==> config.mk <==
export PLATFORM = sky130hd
export DESIGN_NAME = dpot_i2c_ctrl
export DESIGN_NICKNAME = d
export VERILOG_FILES = /design/src/rtl/dpot_pkg.sv /design/src/rtl/dpot_sync.sv /design/src/rtl/dpot_bus_cond.sv /design/src/rtl/dpot_engine.sv /design/src/rtl/dpot_i2c_ctrl.sv
export SDC_FILE = /design/constraint.sdc
export NUM_CORES = 1
export LEC_CHECK = 0
export BUFFER_PORTS_ARGS = -buffer_cell sky130_fd_sc_hd__buf_2
export CAP_MARGIN = 20
export CORE_ASPECT_RATIO = 0.7
export CORE_MARGIN = 8
export CORE_UTILIZATION = 44
export CTS_BUF_LIST = sky130_fd_sc_hd__clkbuf_4
export CTS_CLUSTER_SIZE = 14
export DETAILED_ROUTE_END_ITERATION = 7
export PLACE_DENSITY = 0.66
export SYNTH_ARGS = -nofsm -noshare
export SYNTH_HDL_FRONTEND = slang
export SYNTH_SLANG_ARGS = --single-unit
==> constraint.sdc <==
create_clock -name clk -period 3.7 [get_ports clk]
set_input_delay 0.74 -clock clk [delete_from_list [all_inputs] [get_ports clk]]
set_output_delay 0.74 -clock clk [all_outputs]
set_load 0.005 [all_outputs]
==> src/rtl/dpot_pkg.sv <==
package dpot_pkg;
   localparam int CODE_W  = 8;
   localparam int NUM_CH  = 2;
   localparam int CNT_W   = $clog2(CODE_W);
   localparam logic [CODE_W-1:0] MID_CODE = CODE_W'(1) << (CODE_W - 1);

   // command byte field positions (bus-visible, fixed)
   localparam int CMD_SEL = 7;
   localparam int CMD_MID = 6;
   localparam int CMD_OFF = 5;
   localparam int CMD_G1  = 4;
   localparam int CMD_G0  = 3;

   typedef enum logic [3:0] {
      ST_IDLE, ST_ADDR, ST_ADDR_ACK, ST_CMD, ST_CMD_ACK,
      ST_DATA, ST_DATA_ACK, ST_RD, ST_RD_ACK, ST_IGNORE
   } bus_st_e;
endpackage

==> src/rtl/dpot_sync.sv <==
module dpot_sync #(
   parameter int   STAGES  = 2,
   parameter logic RST_VAL = 1'b1
) (
   input  logic clk,
   input  logic rst_n,
   input  logic d_i,
   output logic q_o
);
   if (STAGES < 2) begin : g_bad_depth
      $error("dpot_sync: STAGES must be at least 2");
   end

   logic [STAGES-1:0] chain;

   for (genvar i = 0; i < STAGES; i++) begin : g_stage
      if (i == 0) begin : g_first
         always_ff @(posedge clk or negedge rst_n)
            if (!rst_n) chain[0] <= RST_VAL;
            else        chain[0] <= d_i;
      end else begin : g_next
         always_ff @(posedge clk or negedge rst_n)
            if (!rst_n) chain[i] <= RST_VAL;
            else        chain[i] <= chain[i-1];
      end
   end

   assign q_o = chain[STAGES-1];
endmodule

==> src/rtl/dpot_bus_cond.sv <==
module dpot_bus_cond (
   input  logic clk,
   input  logic rst_n,
   input  logic scl_s,
   input  logic sda_s,
   output logic scl_rise,
   output logic scl_fall,
   output logic start_c,
   output logic stop_c
);
   logic scl_d, sda_d;

   always_ff @(posedge clk or negedge rst_n)
      if (!rst_n) begin
         scl_d <= 1'b1;
         sda_d <= 1'b1;
      end else begin
         scl_d <= scl_s;
         sda_d <= sda_s;
      end

   assign scl_rise = scl_s & ~scl_d;
   assign scl_fall = ~scl_s & scl_d;
   assign start_c  = scl_s & scl_d & sda_d & ~sda_s;
   assign stop_c   = scl_s & scl_d & ~sda_d & sda_s;
endmodule

==> src/rtl/dpot_engine.sv <==
module dpot_engine
   import dpot_pkg::*;
#(
   parameter logic [4:0] ADDR_HI = 5'b01011
) (
   input  logic                          clk,
   input  logic                          rst_n,
   input  logic                          scl_rise,
   input  logic                          scl_fall,
   input  logic                          start_c,
   input  logic                          stop_c,
   input  logic                          sda_s,
   input  logic [1:0]                    strap,
   output logic                          pull,
   output logic [NUM_CH-1:0][CODE_W-1:0] code,
   output logic [NUM_CH-1:0]             sd,
   output logic [1:0]                    gpo,
   output bus_st_e                       st
);
   logic [CODE_W-1:0] sr;
   logic [CODE_W-1:0] tx;
   logic [CNT_W-1:0]  cnt;
   logic              byte_done;
   logic              rw;
   logic              sel;
   logic              addr_hit;

   assign addr_hit = (sr[CODE_W-1:1] == {ADDR_HI, strap});

   always_ff @(posedge clk or negedge rst_n) begin
      if (!rst_n) begin
         st        <= ST_IDLE;
         sr        <= '0;
         tx        <= '0;
         cnt       <= '0;
         byte_done <= 1'b0;
         rw        <= 1'b0;
         sel       <= 1'b0;
         pull      <= 1'b0;
         code      <= {NUM_CH{MID_CODE}};
         sd        <= '0;
         gpo       <= '0;
      end else if (start_c) begin
         st        <= ST_ADDR;
         cnt       <= '0;
         byte_done <= 1'b0;
         pull      <= 1'b0;
      end else if (stop_c) begin
         st        <= ST_IDLE;
         byte_done <= 1'b0;
         pull      <= 1'b0;
      end else begin
         unique case (st)
            ST_ADDR, ST_CMD, ST_DATA: begin
               if (scl_rise) begin
                  sr  <= {sr[CODE_W-2:0], sda_s};
                  cnt <= cnt + 1'b1;
                  if (cnt == CNT_W'(CODE_W - 1)) byte_done <= 1'b1;
               end else if (scl_fall && byte_done) begin
                  byte_done <= 1'b0;
                  if (st == ST_ADDR) begin
                     if (addr_hit) begin
                        rw   <= sr[0];
                        pull <= 1'b1;
                        st   <= ST_ADDR_ACK;
                     end else begin
                        st   <= ST_IGNORE;
                     end
                  end else if (st == ST_CMD) begin
                     sel            <= sr[CMD_SEL];
                     sd[sr[CMD_SEL]] <= sr[CMD_OFF];
                     gpo            <= {sr[CMD_G1], sr[CMD_G0]};
                     if (sr[CMD_MID]) code[sr[CMD_SEL]] <= MID_CODE;
                     pull           <= 1'b1;
                     st             <= ST_CMD_ACK;
                  end else begin
                     code[sel] <= sr;
                     pull      <= 1'b1;
                     st        <= ST_DATA_ACK;
                  end
               end
            end
            ST_ADDR_ACK: begin
               if (scl_fall) begin
                  if (rw) begin
                     tx   <= code[sel];
                     pull <= ~code[sel][CODE_W-1];
                     cnt  <= '0;
                     st   <= ST_RD;
                  end else begin
                     pull <= 1'b0;
                     cnt  <= '0;
                     st   <= ST_CMD;
                  end
               end
            end
            ST_CMD_ACK: begin
               if (scl_fall) begin
                  pull <= 1'b0;
                  cnt  <= '0;
                  st   <= ST_DATA;
               end
            end
            ST_DATA_ACK: begin
               if (scl_fall) begin
                  pull <= 1'b0;
                  st   <= ST_IGNORE;
               end
            end
            ST_RD: begin
               if (scl_fall) begin
                  if (cnt == CNT_W'(CODE_W - 1)) begin
                     pull <= 1'b0;
                     st   <= ST_RD_ACK;
                  end else begin
                     tx   <= {tx[CODE_W-2:0], 1'b0};
                     pull <= ~tx[CODE_W-2];
                     cnt  <= cnt + 1'b1;
                  end
               end
            end
            ST_RD_ACK: begin
               if (scl_fall) st <= ST_IGNORE;
            end
            default: ;
         endcase
      end
   end
endmodule

==> src/rtl/dpot_i2c_ctrl.sv <==
module dpot_i2c_ctrl
   import dpot_pkg::*;
#(
   parameter int         SYNC_STAGES = 2,
   parameter logic [4:0] ADDR_HI     = 5'b01011
) (
   input  logic              clk,
   input  logic              rst_n,
   input  logic              scl_i,
   input  logic              sda_i,
   input  logic [1:0]        strap_i,
   input  logic              shdn_n_i,
   output logic              sda_pull_o,
   output logic [CODE_W-1:0] wiper0_o,
   output logic [CODE_W-1:0] wiper1_o,
   output logic [1:0]        off_o,
   output logic [1:0]        gpo_o
);
   if (NUM_CH != 2) begin : g_bad_ch
      $error("dpot_i2c_ctrl: the command byte addresses exactly two channels");
   end

   logic scl_s, sda_s;
   logic scl_rise, scl_fall, start_c, stop_c;
   logic [NUM_CH-1:0][CODE_W-1:0] code;
   logic [NUM_CH-1:0]             sd;
   bus_st_e st;

   dpot_sync #(.STAGES(SYNC_STAGES), .RST_VAL(1'b1)) u_scl_sync (
      .clk(clk), .rst_n(rst_n), .d_i(scl_i), .q_o(scl_s));

   dpot_sync #(.STAGES(SYNC_STAGES), .RST_VAL(1'b1)) u_sda_sync (
      .clk(clk), .rst_n(rst_n), .d_i(sda_i), .q_o(sda_s));

   dpot_bus_cond u_cond (
      .clk(clk), .rst_n(rst_n), .scl_s(scl_s), .sda_s(sda_s),
      .scl_rise(scl_rise), .scl_fall(scl_fall),
      .start_c(start_c), .stop_c(stop_c));

   dpot_engine #(.ADDR_HI(ADDR_HI)) u_eng (
      .clk(clk), .rst_n(rst_n),
      .scl_rise(scl_rise), .scl_fall(scl_fall),
      .start_c(start_c), .stop_c(stop_c),
      .sda_s(sda_s), .strap(strap_i),
      .pull(sda_pull_o), .code(code), .sd(sd), .gpo(gpo_o), .st(st));

   assign wiper0_o = code[0];
   assign wiper1_o = code[1];
   assign off_o    = sd | {NUM_CH{~shdn_n_i}};
endmodule

# Yosys cells after proc, flatten, opt, wreduce, memory -nomap -nowiden
# Cells that the tools add are included.
# op_classes
n_mul,0
reduce_logical,22
div_mod_pow,0
shift,0
eq_ne,30
n_bitwise,22
mux,56
add_sub_neg,1
order_cmp,4
# op_table
cell,count
$mux 4,11
$reduce_and 7->1,5
$mux 16,2
$mux 8,4
$mux 7,4
$mux 3,7
$ne 4x3->1 const B,5
$pmux 4 s5,1
$mux 1,18
$bwmux 16,1
$demux 8 s1,2
$eq 4x3->1 const B,4
$and 14x14->14,1
$not 14->14,1
$pmux 7 s2,1
$ne 4x1->1 const B,3
$not 1->1,11
$pmux 3 s3,1
$eq 4x2->1 const B,2
$ne 2x1->1 const B,4
$reduce_and 8->1,1
$reduce_bool 4->1,2
$and 1x1->1,7
$eq 7x6->1,1
other kinds (27),36
# totals
output_inout_bits,21
reg_bits,52
mem_bits_ro,0
latch_bits,0
ram_bits,0
n_memories,0

# Longest topological paths before layout
# Gate-level depths: netlist of run 1.
# depth
word_depth,8
mapped_depth,7
ltp_nobuf,7

# By module
# A second synthesis of run 1 with hierarchy kept.
# unflattened
cells_unflattened,281
area_unflattened_um2,2783.9
# by_module_without_submodules
module,cells_per_inst,area_each_um2,instances
dpot_engine,269,2581.2,1
dpot_sync,2,52.6,2
dpot_bus_cond,6,85.1,1
dpot_i2c_ctrl,2,12.5,1

# Least setup slack after synthesis of run 1
# OpenSTA, ideal clock, no wires.
# synth_timing
kind,input port to flip-flop
startpoint,input port strap_i[1]
endpoint,register u_eng.st[3]
required_time_ns,3.580
path_slack_ns,1.697
arrival_time_ns,1.883
setup_ns,0.120
path_stages,5
path_buffers,0
cell_sequence,xor2_1 nor4_2 nor2_2 or4_4 o211a_1
# synth_via
elab_chain_cells,8
# synth_rtl
item,line,text
from (decl),dpot_i2c_ctrl.sv:11,"input logic [1:0] strap_i,"
$eq 7x6->1,dpot_engine.sv:28,"assign addr_hit = (sr[CODE_W-1:1] == {ADDR_HI, strap});"
$mux 4,dpot_engine.sv:62,if (addr_hit) begin
$mux 4,dpot_engine.sv:61,if (st == ST_ADDR) begin
$mux 4,dpot_engine.sv:59,end else if (scl_fall && byte_done) begin
$mux 4,dpot_engine.sv:55,if (scl_rise) begin
$pmux 4 s5,dpot_engine.sv:53,unique case (st)
$mux 4,dpot_engine.sv:48,end else if (stop_c) begin
$mux 4,dpot_engine.sv:43,end else if (start_c) begin
to (signal assigned),dpot_engine.sv:44,st <= ST_ADDR;
to (signal assigned),dpot_engine.sv:49,st <= ST_IDLE;
to (signal assigned),dpot_engine.sv:65,st <= ST_ADDR_ACK;
to (decl),dpot_engine.sv:18,output bus_st_e st
# Every way passes these cells. The select of a mux whose other input is x is not followed.
# A chain may end at the register's enable or synchronous reset.

# Final worst setup path of run 1
# layout_timing
startpoint,register u_cond.scl_d
endpoint,register u_eng.st[0]
# layout_via
elab_chain_cells,5
word_cells_on_any_way,20
cone_classes,eq/ne: 7; mux: 2; bitwise: 8; reduce/logical: 3
# layout_rtl
item,line,text
from (decl),dpot_bus_cond.sv:11,"logic scl_d, sda_d;"
from (signal assigned),dpot_bus_cond.sv:18,scl_d <= scl_s;
$and 1x1->1,"dpot_bus_cond.sv:24, dpot_bus_cond.sv:25",
"$and 1x1->1, on equally long branches (2 in series)","dpot_bus_cond.sv:24, dpot_bus_cond.sv:25",
"$ne 4x3->1 (no line), or another cell as far along",n/a,
$reduce_and 8->1 (no line) or $mux 4 (tied branches),n/a,
to (signal assigned),dpot_engine.sv:32,st <= ST_IDLE;
to (signal assigned),dpot_engine.sv:44,
to (signal assigned),dpot_engine.sv:49,
# Several ways; a longest one is shown, not always the timed one.

==> results_dict.tcl, run 1 <==
set metrics [dict create \
    synth_edf_count 0 \
    internal_power_mw 1.20 \
    fin_nets 303 \
    vias 2180 \
    die-area_um2 9480 \
    drc 0 \
    path_clk_slew_ns 0.16 \
    route.met2.wl_um 2670 \
    avgSynthCellArea_um2 10.6 \
    drt_pass1_iterations 6 \
    place_congestion 0.903 \
    worstSetupStartpointType "flip-flop" \
    peakVddDrop_mv 0.302 \
    synth_ff_type "dfrtp_1" \
    final_hold_viol_count 0 \
    slew-limit-headroom_pct 38.7 \
    async_flop_share_pct 100 \
    setup_violations 0 \
    hpwl_um 4830 \
    synth_cells 274 \
    grt_setup_unrepaired "no" \
    cts-root-buf "clkbuf_4" \
    area_growth_pct 6.82 \
    crit_fanout 11 \
    p_leak_nw 1.36 \
    worst_pin_slew_ns 0.919 \
    viasPerCell 5.84 \
    rows 24 \
    ant_nets 0 \
    grt_first_pass_wirelength_um 11300 \
    tritoncts "yes" \
    yosysSeqAreaShare_pct 45.3 \
    start_util_pct 46.0 \
    skew_ns 0.0192 \
    ios 28 \
    whs_ns 0.370 \
    startpoint "u_cond.scl_d" \
    ys_warn_count 0 \
    wl_per_cell_um 17.9 \
    wirelength_um 6680 \
    cts_hold_repair.buffers 0 \
    reg2reg_depth 5 \
    finalCritPeriodShare_pct 64.3 \
    critPathArrivalTime_ns 2.66 \
    htree_levels 2 \
    syn-cell-area_um2 2900 \
    fillerInstances 591 \
    coreArea_um2 6310 \
    min_path_cells 0 \
    cts.sinks 52 \
    clockBufferDepth 2 \
    period_needed_ns 2.38 \
    fmax_mhz 420 \
    p_clk_share_pct 13.0 \
    seqPwrFrac_pct 48.2 \
    required_ns 3.98 \
    cts-resized-gates 0 \
    hp-class "reg2reg" \
    wl_met3_um 502 \
    grt_max_degree 35 \
    slew_violations 0 \
    tns_ns 0 \
    dr.max_layer_used "met4" \
    status "completed" \
    r2r_start "u_cond.scl_d" \
    first_global_vias 2133 \
    maxCapViolations 0 \
    grt-ovfl-total 0 \
    endpoint_kind "flip-flop" \
    netSwitchingFraction_pct 40.5 \
    clk_latency_ns 0.37 \
    p_per_area_nw_per_um2 650 \
    port_buffers 27 \
    drt_iter0_drc 218 \
    synth_nets 283 \
    ys_seq_elements 52 \
    hold_start "u_sda_sync.chain[0]" \
    rrSetupSlack_ns 1.32 \
    dieHeight_um 83.9 \
    antenna_found_initial 0 \
    antenna_cells 0 \
    pwr-share-comb_pct 38.8 \
    wl_met1_um 3480 \
    die_x_um 113 \
    drive_above_1_share_pct 27.1 \
    cts-buffers-inserted 5 \
    critical_path_class "reg2reg" \
    switching_power_uw 815 \
    yosysUniqueCellTypes 62 \
    grt_usage_pct 14.5 \
    cts_setup_buffers 0 \
]
sequential cells by signal (all words and copies together) (netlist names), 2 cells and up:
signal / count
u_eng.tx: 7
u_eng.gpo: 2
u_eng.st: 4
u_eng.code: 16
u_eng.sr: 8
u_eng.cnt: 3
u_eng.sd: 2
synthesized netlist by cell type, types with 3 or more instances:
cell type / n / area [um2]
o2bb2ai_1: 14 / 123
xor2_1: 4 / 35.0
dfrtp_1: 44 / 1100
buf_6: 6 / 67.6
nand3_1: 4 / 20.0
buf_2: 3 / 15.0
a2bb2oi_1: 9 / 78.8
inv_1: 9 / 33.8
mux2i_1: 10 / 100
nand2_1: 19 / 71.3
a21boi_0: 3 / 22.5
o21ai_0: 14 / 70.1
nand2b_1: 4 / 25.0
nor3_1: 4 / 20.0
a31oi_1: 8 / 50.1
and2_1: 7 / 43.8
nor2_1: 16 / 60.1
dfstp_2: 8 / 210
mux2_2: 21 / 236
a21oi_1: 9 / 45.0
clkbuf_1: 7 / 26.3
logic make-up (layout without fill, tap and decap cells):
group,count (synthesis),count (layout),synth area share [%]
buffers and inverters,26,47,5.05
muxes,31,31,11.6
AOI/OAI and AO/OA,79,79,19.8
DFF,52,52,45.3
and+or+nand+nor,79,79,15.9
adders and majority gates,2,2,0.863
xor gates and xnor gates,5,5,1.51
routing by layer:
layer / track usage (%) / vias up
met5: 0 / -
li1: - / 1049
met2: 19.9 / 70
met1: 22.1 / 1059
met4: 2.41 / 0
met3: 3.47 / 2
worst paths after layout:
| check | to |
|---|---|
| max in group asynchronous | u_eng.code[7] |
| hold reg to reg | u_sda_sync.q_o |
| hold / removal | u_sda_sync.q_o |
| setup reg to reg | u_eng.st[0] |
| setup / recovery | u_eng.st[0] |
| min in group asynchronous | u_eng.code[11] |
worst max-delay path, stage by stage (launching register included):
cell,delay [ns]
dfstp_2,0.65
nor2b_2,0.39
nand2_1,0.16
a32o_1,0.27
o21ai_0,0.42
mux2_2,0.39
metrics by stage:
stage          utilization [%]  instance area [um2]  setup slack (ns)  instances  power (mW)
6_report                  49.1                 3100              1.32        373        2.01
5_1_grt                   49.1                 3100              1.21        373        2.16
4_1_cts                   49.1                 3100              1.38        373        2.02
3_5_place_dp              48.2                 3040              1.42        365        1.75
3_3_place_gp              48.2                 3040              1.38        365        1.74
2_1_floorplan                -                 2900              1.70        274        1.56
cells in the final DEF (no fill, tap or decap), types with 3 or more instances in the layout:
master,netlist,final
dfrtp_1,44,44
buf_2,3,27
mux2_2,21,21
nand2_1,19,19
nor2_1,16,16
o21ai_0,14,14
o2bb2ai_1,14,14
mux2i_1,10,10
a2bb2oi_1,9,9
inv_1,9,9
a21oi_1,9,9
a31oi_1,8,8
dfstp_2,8,8
and2_1,7,7
clkbuf_4,0,5
nand2b_1,4,4
xor2_1,4,4
nand3_1,4,4
nor3_1,4,4
a21boi_0,3,3
buf_4,0,3
power by group through the flow:
| stage | clock (mW) | sequential, mW | combinational (mW) |
|---|---|---|---|
| floorplan | 0 | 0.849 | 0.708 |
| global placement | 0 | 0.965 | 0.774 |
| detailed placement | 0 | 0.975 | 0.779 |
| CTS | 0.270 | 0.963 | 0.783 |
| global route | 0.288 | 0.997 | 0.872 |
| finish | 0.261 | 0.971 | 0.781 |
final cells by class:
class                   count  area [um2]  share of cell area (%)
multi-input cells         196        1440                    46.5
clock buffers               5        37.5                    1.21
flip-flops and latches     52        1310                    42.4
well taps                  78        97.6                    3.15
repair buffers             30         158                    5.09
inverters                   9        33.8                    1.09
clock inverters             3        17.5                   0.566
(Power assumes the default switching activity.)
==> inputs of run 2 (changes only) <==
==> constraint.sdc (replaced) <==
create_clock -name clk -period 2.3 [get_ports clk]
set_input_delay 0.46 -clock clk [delete_from_list [all_inputs] [get_ports clk]]
set_output_delay 0.46 -clock clk [all_outputs]
set_load 0.005 [all_outputs]
==> run 2 against run 1 <==
Compared with the run above: highest routed layer unchanged; setup slack got worse by 1.1 ns; largest power group is now combinational cells; wire length is 0.15% higher; combinational power grew 92%; critical path depth up 1; core utilization is 1.8 points higher; die area did not move; clock power grew 54%; count of clock-buffer cells in the layout unchanged.
==> results_dict.tcl, run 2 (same netlist as run 1, synthesis figures left out) <==
set metrics [dict create \
    vias 2218 \
    cts.sinks 52 \
    worst_pin_slew_ns 0.692 \
    antenna_found_initial 0 \
    largest_reg_flops 16 \
    slew_violations 0 \
    top_register "u_eng.code" \
    drt_pass1_iterations 4 \
    startpoint "u_eng.st[1]" \
    die-area_um2 9480 \
    r2r_end "u_eng.code[12]" \
    p_clk_share_pct 12.0 \
    drt_iter0_drc 160 \
    status "completed" \
    netSwitchingFraction_pct 39.7 \
    r2r_start "u_eng.st[1]" \
    cts-resized-gates 0 \
    fin_nets 319 \
    dpl_cell_area_um2 3160 \
    area_growth_pct 10.8 \
    peakVddDrop_mv 0.552 \
    wl_per_cell_um 17.2 \
    whs_ns 0.177 \
    cts-buffers-inserted 5 \
    grt_usage_pct 14.5 \
    tritoncts "yes" \
    finish.instance_area_um2 3210 \
    grt_first_pass_wirelength_um 11200 \
    grt_max_degree 53 \
    skew_ns 0.0243 \
    final_cell_mix "dfrtp_1 (44), buf_2 (27), mux2_2 (21), nand2_1 (19), buf_4 (19)" \
    setup_violations 0 \
    p_leak_nw 1.44 \
    clockBufferDepth 2 \
    drc 0 \
    pwr-share-comb_pct 44.6 \
    cts-root-buf "clkbuf_4" \
    viasPerCell 5.70 \
    seqPwrFrac_pct 43.4 \
    die_x_um 113 \
    p_per_area_nw_per_um2 1040 \
    layout_commonest_cell "dfrtp_1" \
    fillerInstances 592 \
    coreArea_um2 6310 \
    placed_cells 381 \
    start_util_pct 46.0 \
    port_buffers 27 \
    worstSetupStartpointType "flip-flop" \
    hpwl_um 4850 \
    ios 28 \
    clk_latency_ns 0.37 \
    grt_setup_unrepaired "no" \
    switching_power_mw 1.33 \
    critPathArrivalTime_ns 2.36 \
    dieHeight_um 83.9 \
    layout.cells.non_filler 389 \
    htree_levels 2 \
    ant_nets 0 \
    endpoint "u_eng.code[12]" \
    p_total_mw 3.35 \
    antenna_cells 0 \
    fmax_mhz 488 \
    required_ns 2.61 \
    slew-limit-headroom_pct 53.8 \
    maxCapViolations 0 \
    endpoint_kind "flip-flop" \
    crit_fanout 11 \
    cts_hold_repair.buffers 0 \
    path_clk_slew_ns 0.16 \
    reg2reg_depth 6 \
    internal_power_mw 2.02 \
    rows 24 \
    first_global_vias 2065 \
    finalCritPeriodShare_pct 89.1 \
    place_congestion 0.921 \
    period_needed_ns 2.05 \
    hp-class "in2async" \
    final_hold_viol_count 0 \
    grt-ovfl-total 0 \
    reg_top3 "u_eng.code x16, u_eng.sr x8, u_eng.tx x7" \
    cts_setup_buffers 0 \
    rrSetupSlack_ns 0.25 \
    critical_path_class "reg2reg" \
    wirelength_um 6690 \
    drive_above_1_share_pct 30.9 \
    tns_ns 0 \
]
## run 2: per-stage QoR
step | util (%) | worst slack, ns
4_1_cts | 50.9 | 0.242
2_1_floorplan | - | 0.376
3_3_place_gp | 50.1 | 0.250
5_1_grt | 50.9 | 0.0554
3_5_place_dp | 50.1 | 0.259
6_report | 50.9 | 0.251
## run 2: how the worst min path moves through the flow
stage	endpoint	slack (ns)
after floorplan	u_eng.byte_done	0.16
after global placement	u_scl_sync.q_o	0.35
after detailed placement	u_scl_sync.q_o	0.35
after CTS	u_sda_sync.chain[0]	0.15
after global routing	u_scl_sync.chain[0]	0.14
final	u_eng.tx[3]	0.18
## run 2: final cells by class
| cell class | count | area (um2) | share of cell area, % |
|---|---|---|---|
| clock inverters | 3 | 13.8 | 0.429 |
| flip-flops and latches | 52 | 1310 | 40.8 |
| repair buffers | 46 | 278 | 8.65 |
| clock buffers | 5 | 37.5 | 1.17 |
| inverters | 9 | 33.8 | 1.05 |
| well taps | 78 | 97.6 | 3.04 |
| multi-input cells | 196 | 1440 | 44.8 |
## run 2: layer usage
metal / vias up / track usage [%] / share of wire, %
met5: - / 0 / 0
met4: 0 / 2.89 / 0.31
met3: 2 / 3.83 / 8.7
met2: 69 / 18.6 / 39
met1: 1067 / 22.8 / 52
li1: 1080 / - / -
## run 2: power by group through the flow
| stage | registers, mW | clock network [mW] | logic (mW) |
|---|---|---|---|
| floorplan | 1.37 | 0 | 1.14 |
| global placement | 1.47 | 0 | 1.48 |
| detailed placement | 1.47 | 0 | 1.48 |
| CTS | 1.45 | 0.420 | 1.49 |
| global route | 1.50 | 0.453 | 1.65 |
| finish | 1.45 | 0.403 | 1.50 |
## run 2: critical path: stages, from the launching register on
cell and delay, ns:
dfrtp_1 0.52, or4b_4 0.61, nand3_2 0.13, nor3_1 0.06, buf_4 0.17, o21ai_1 0.32, o2bb2ai_1 0.17
==> inputs of run 3 (changes only) <==
--- a/config.mk
+++ b/config.mk
@@ -7,7 +7,7 @@
 export LEC_CHECK = 0
 export BUFFER_PORTS_ARGS = -buffer_cell sky130_fd_sc_hd__buf_2
 export CAP_MARGIN = 20
-export CORE_ASPECT_RATIO = 0.7
+export CORE_ASPECT_RATIO = 1.1
 export CORE_MARGIN = 8
 export CORE_UTILIZATION = 44
 export CTS_BUF_LIST = sky130_fd_sc_hd__clkbuf_4
==> run 3 against run 2 <==
Compared with the run above: clock power increased by 5.0%; total power decreased by 1.3%; first-iteration DRC count decreased by 21%; clock skew decreased by 0.020 ns; wire length decreased by 2.6%; core utilization decreased by 1.2 points; setup slack got worse by 0.072 ns; die area decreased by 0.40%; combinational power decreased by 6%; critical path depth decreased by 1.
==> results_dict.tcl, run 3 (same netlist as run 1, synthesis figures left out) <==
set metrics [dict create \
    top_register "u_eng.code" \
    worstSetupStartpointType "flip-flop" \
    clockBufferDepth 2 \
    cpLargestDelayFamily "simple AND/OR/NAND/NOR gates" \
    skew_ns 0.00468 \
    p_leak_nw 1.43 \
    endpoint_kind "flip-flop" \
    final_cell_mix "dfrtp_1 (44), buf_2 (27), mux2_2 (21), nand2_1 (19)" \
    wirelength_um 6520 \
    die-area_um2 9440 \
    fin_nets 317 \
    drive_above_1_share_pct 30.4 \
    maxCapViolations 0 \
    hp-class "in2async" \
    slew_violations 0 \
    path_clk_slew_ns 0.15 \
    ant_nets 0 \
    path_cells "nor2b_2, nand3_2, nor3_1, o21ai_1, o2bb2ai_1" \
    finalCritPeriodShare_pct 92.2 \
    finish.instance_area_um2 3220 \
    htree_levels 2 \
    cts-resized-gates 0 \
    worst_pin_slew_ns 0.596 \
    period_needed_ns 2.12 \
    status "completed" \
    hpwl_um 4780 \
    grt_usage_pct 14.3 \
    critical_path_class "reg2reg" \
    cts.sinks 52 \
    clk_latency_ns 0.37 \
    cts-buffers-inserted 5 \
    dpl_cell_area_um2 3160 \
    die_x_um 93.4 \
    wl_per_cell_um 16.6 \
    grt-ovfl-total 0 \
    fmax_mhz 471 \
    placed_cells 383 \
    crit_fanout 11 \
    crit_buf_inv 0 \
    slowest_stage "dfstp_2" \
    critical_path.max_stage_delay_ns 0.64 \
    drt_iter0_drc 127 \
    layout.cells.non_filler 392 \
    reg_top3 "u_eng.code x16, u_eng.sr x8, u_eng.tx x7" \
    critPathArrivalTime_ns 2.39 \
    port_buffers 27 \
    vias 2242 \
    antenna_found_initial 1 \
    grt_setup_unrepaired "no" \
    grt_max_degree 32 \
    setup_violations 0 \
    tritoncts "yes" \
    cts_hold_repair.buffers 0 \
    viasPerCell 5.72 \
    required_ns 2.57 \
    first_global_vias 2166 \
    place_congestion 0.872 \
    tns_ns 0 \
    cts_setup_buffers 0 \
    start_util_pct 44.7 \
    rows 31 \
    peakVddDrop_mv 0.423 \
    drt_pass1_iterations 4 \
    ios 28 \
    drc 0 \
    coreArea_um2 6480 \
    cts-root-buf "clkbuf_4" \
    p_per_area_nw_per_um2 1030 \
    slew-limit-headroom_pct 60.0 \
    layout_commonest_cell "dfrtp_1" \
    largest_reg_flops 16 \
    dieHeight_um 101 \
    grt_first_pass_wirelength_um 10800 \
    final_hold_viol_count 0 \
    area_growth_pct 11.2 \
]
==> run 3: cell count changes in the layout (fill, tap and decap cells not counted) <==
cell        change
clkbuf_4        +1
buf_12          +1
buf_4           -3
clkinv_2        -2
diode_2         +1
clkinvlp_4      +1
==> run 3: stage by stage <==
step	util, %	worst slack, ns	total power [mW]	hold WS (ns)
global route	49.7	0.0388	3.55	0.0737
detailed placement	48.8	0.194	2.90	0.347
finish	49.7	0.179	3.31	0.0462
global placement	48.8	0.183	2.87	0.346
floorplan	-	0.376	2.50	0.164
CTS	49.7	0.166	3.32	0.0648
==> run 3: final cells by class <==
| type | instances | area [um2] |
|---|---|---|
| repair buffers | 44 | 275 |
| clock inverters | 2 | 11.3 |
| clock buffers | 6 | 45.0 |
| multi-input cells | 196 | 1440 |
| fillers | 605 | 3260 |
| inverters | 9 | 33.8 |
| flip-flops and latches | 52 | 1310 |
| diodes | 1 | 2.50 |
| well taps | 82 | 103 |
==> run 3: metal layers <==
layer | wire length (um) | track usage (%) | up-vias
met2 | 2970 | 22.2 | 33
met5 | 0 | 0 | -
met3 | 204 | 2.53 | 4
li1 | - | - | 1083
met1 | 3270 | 19.6 | 1122
met4 | 73 | 4.59 | 0
==> run 3: power by group <==
part,switching (mW),internal (mW)
combinational,0.680,0.725
sequential,0.321,1.16
clock,0.294,0.129
total,1.30,2.01
==> run 3: worst register-to-register path, cell delays in order (launching register included) <==
cell	delay [ns]
dfstp_2	0.64
nor2b_2	0.29
nand3_2	0.17
nor3_1	0.39
o21ai_1	0.33
o2bb2ai_1	0.21
==> run 3: path summary, 6_finish.rpt <==
kind | from | end | slack (ns) | cells after the start
max in group asynchronous | rst_n | u_sda_sync.chain[0] | 1.63 | 2
setup reg to reg | u_cond.scl_d | u_eng.code[14] | 0.18 | 5
hold / removal | rst_n | u_eng.code[11] | 0.05 | 1
setup / recovery | u_cond.scl_d | u_eng.code[14] | 0.18 | 5
hold reg to reg | u_sda_sync.chain[0] | u_sda_sync.q_o | 0.37 | 0
min in group clk | scl_i | u_scl_sync.chain[0] | 0.17 | 1
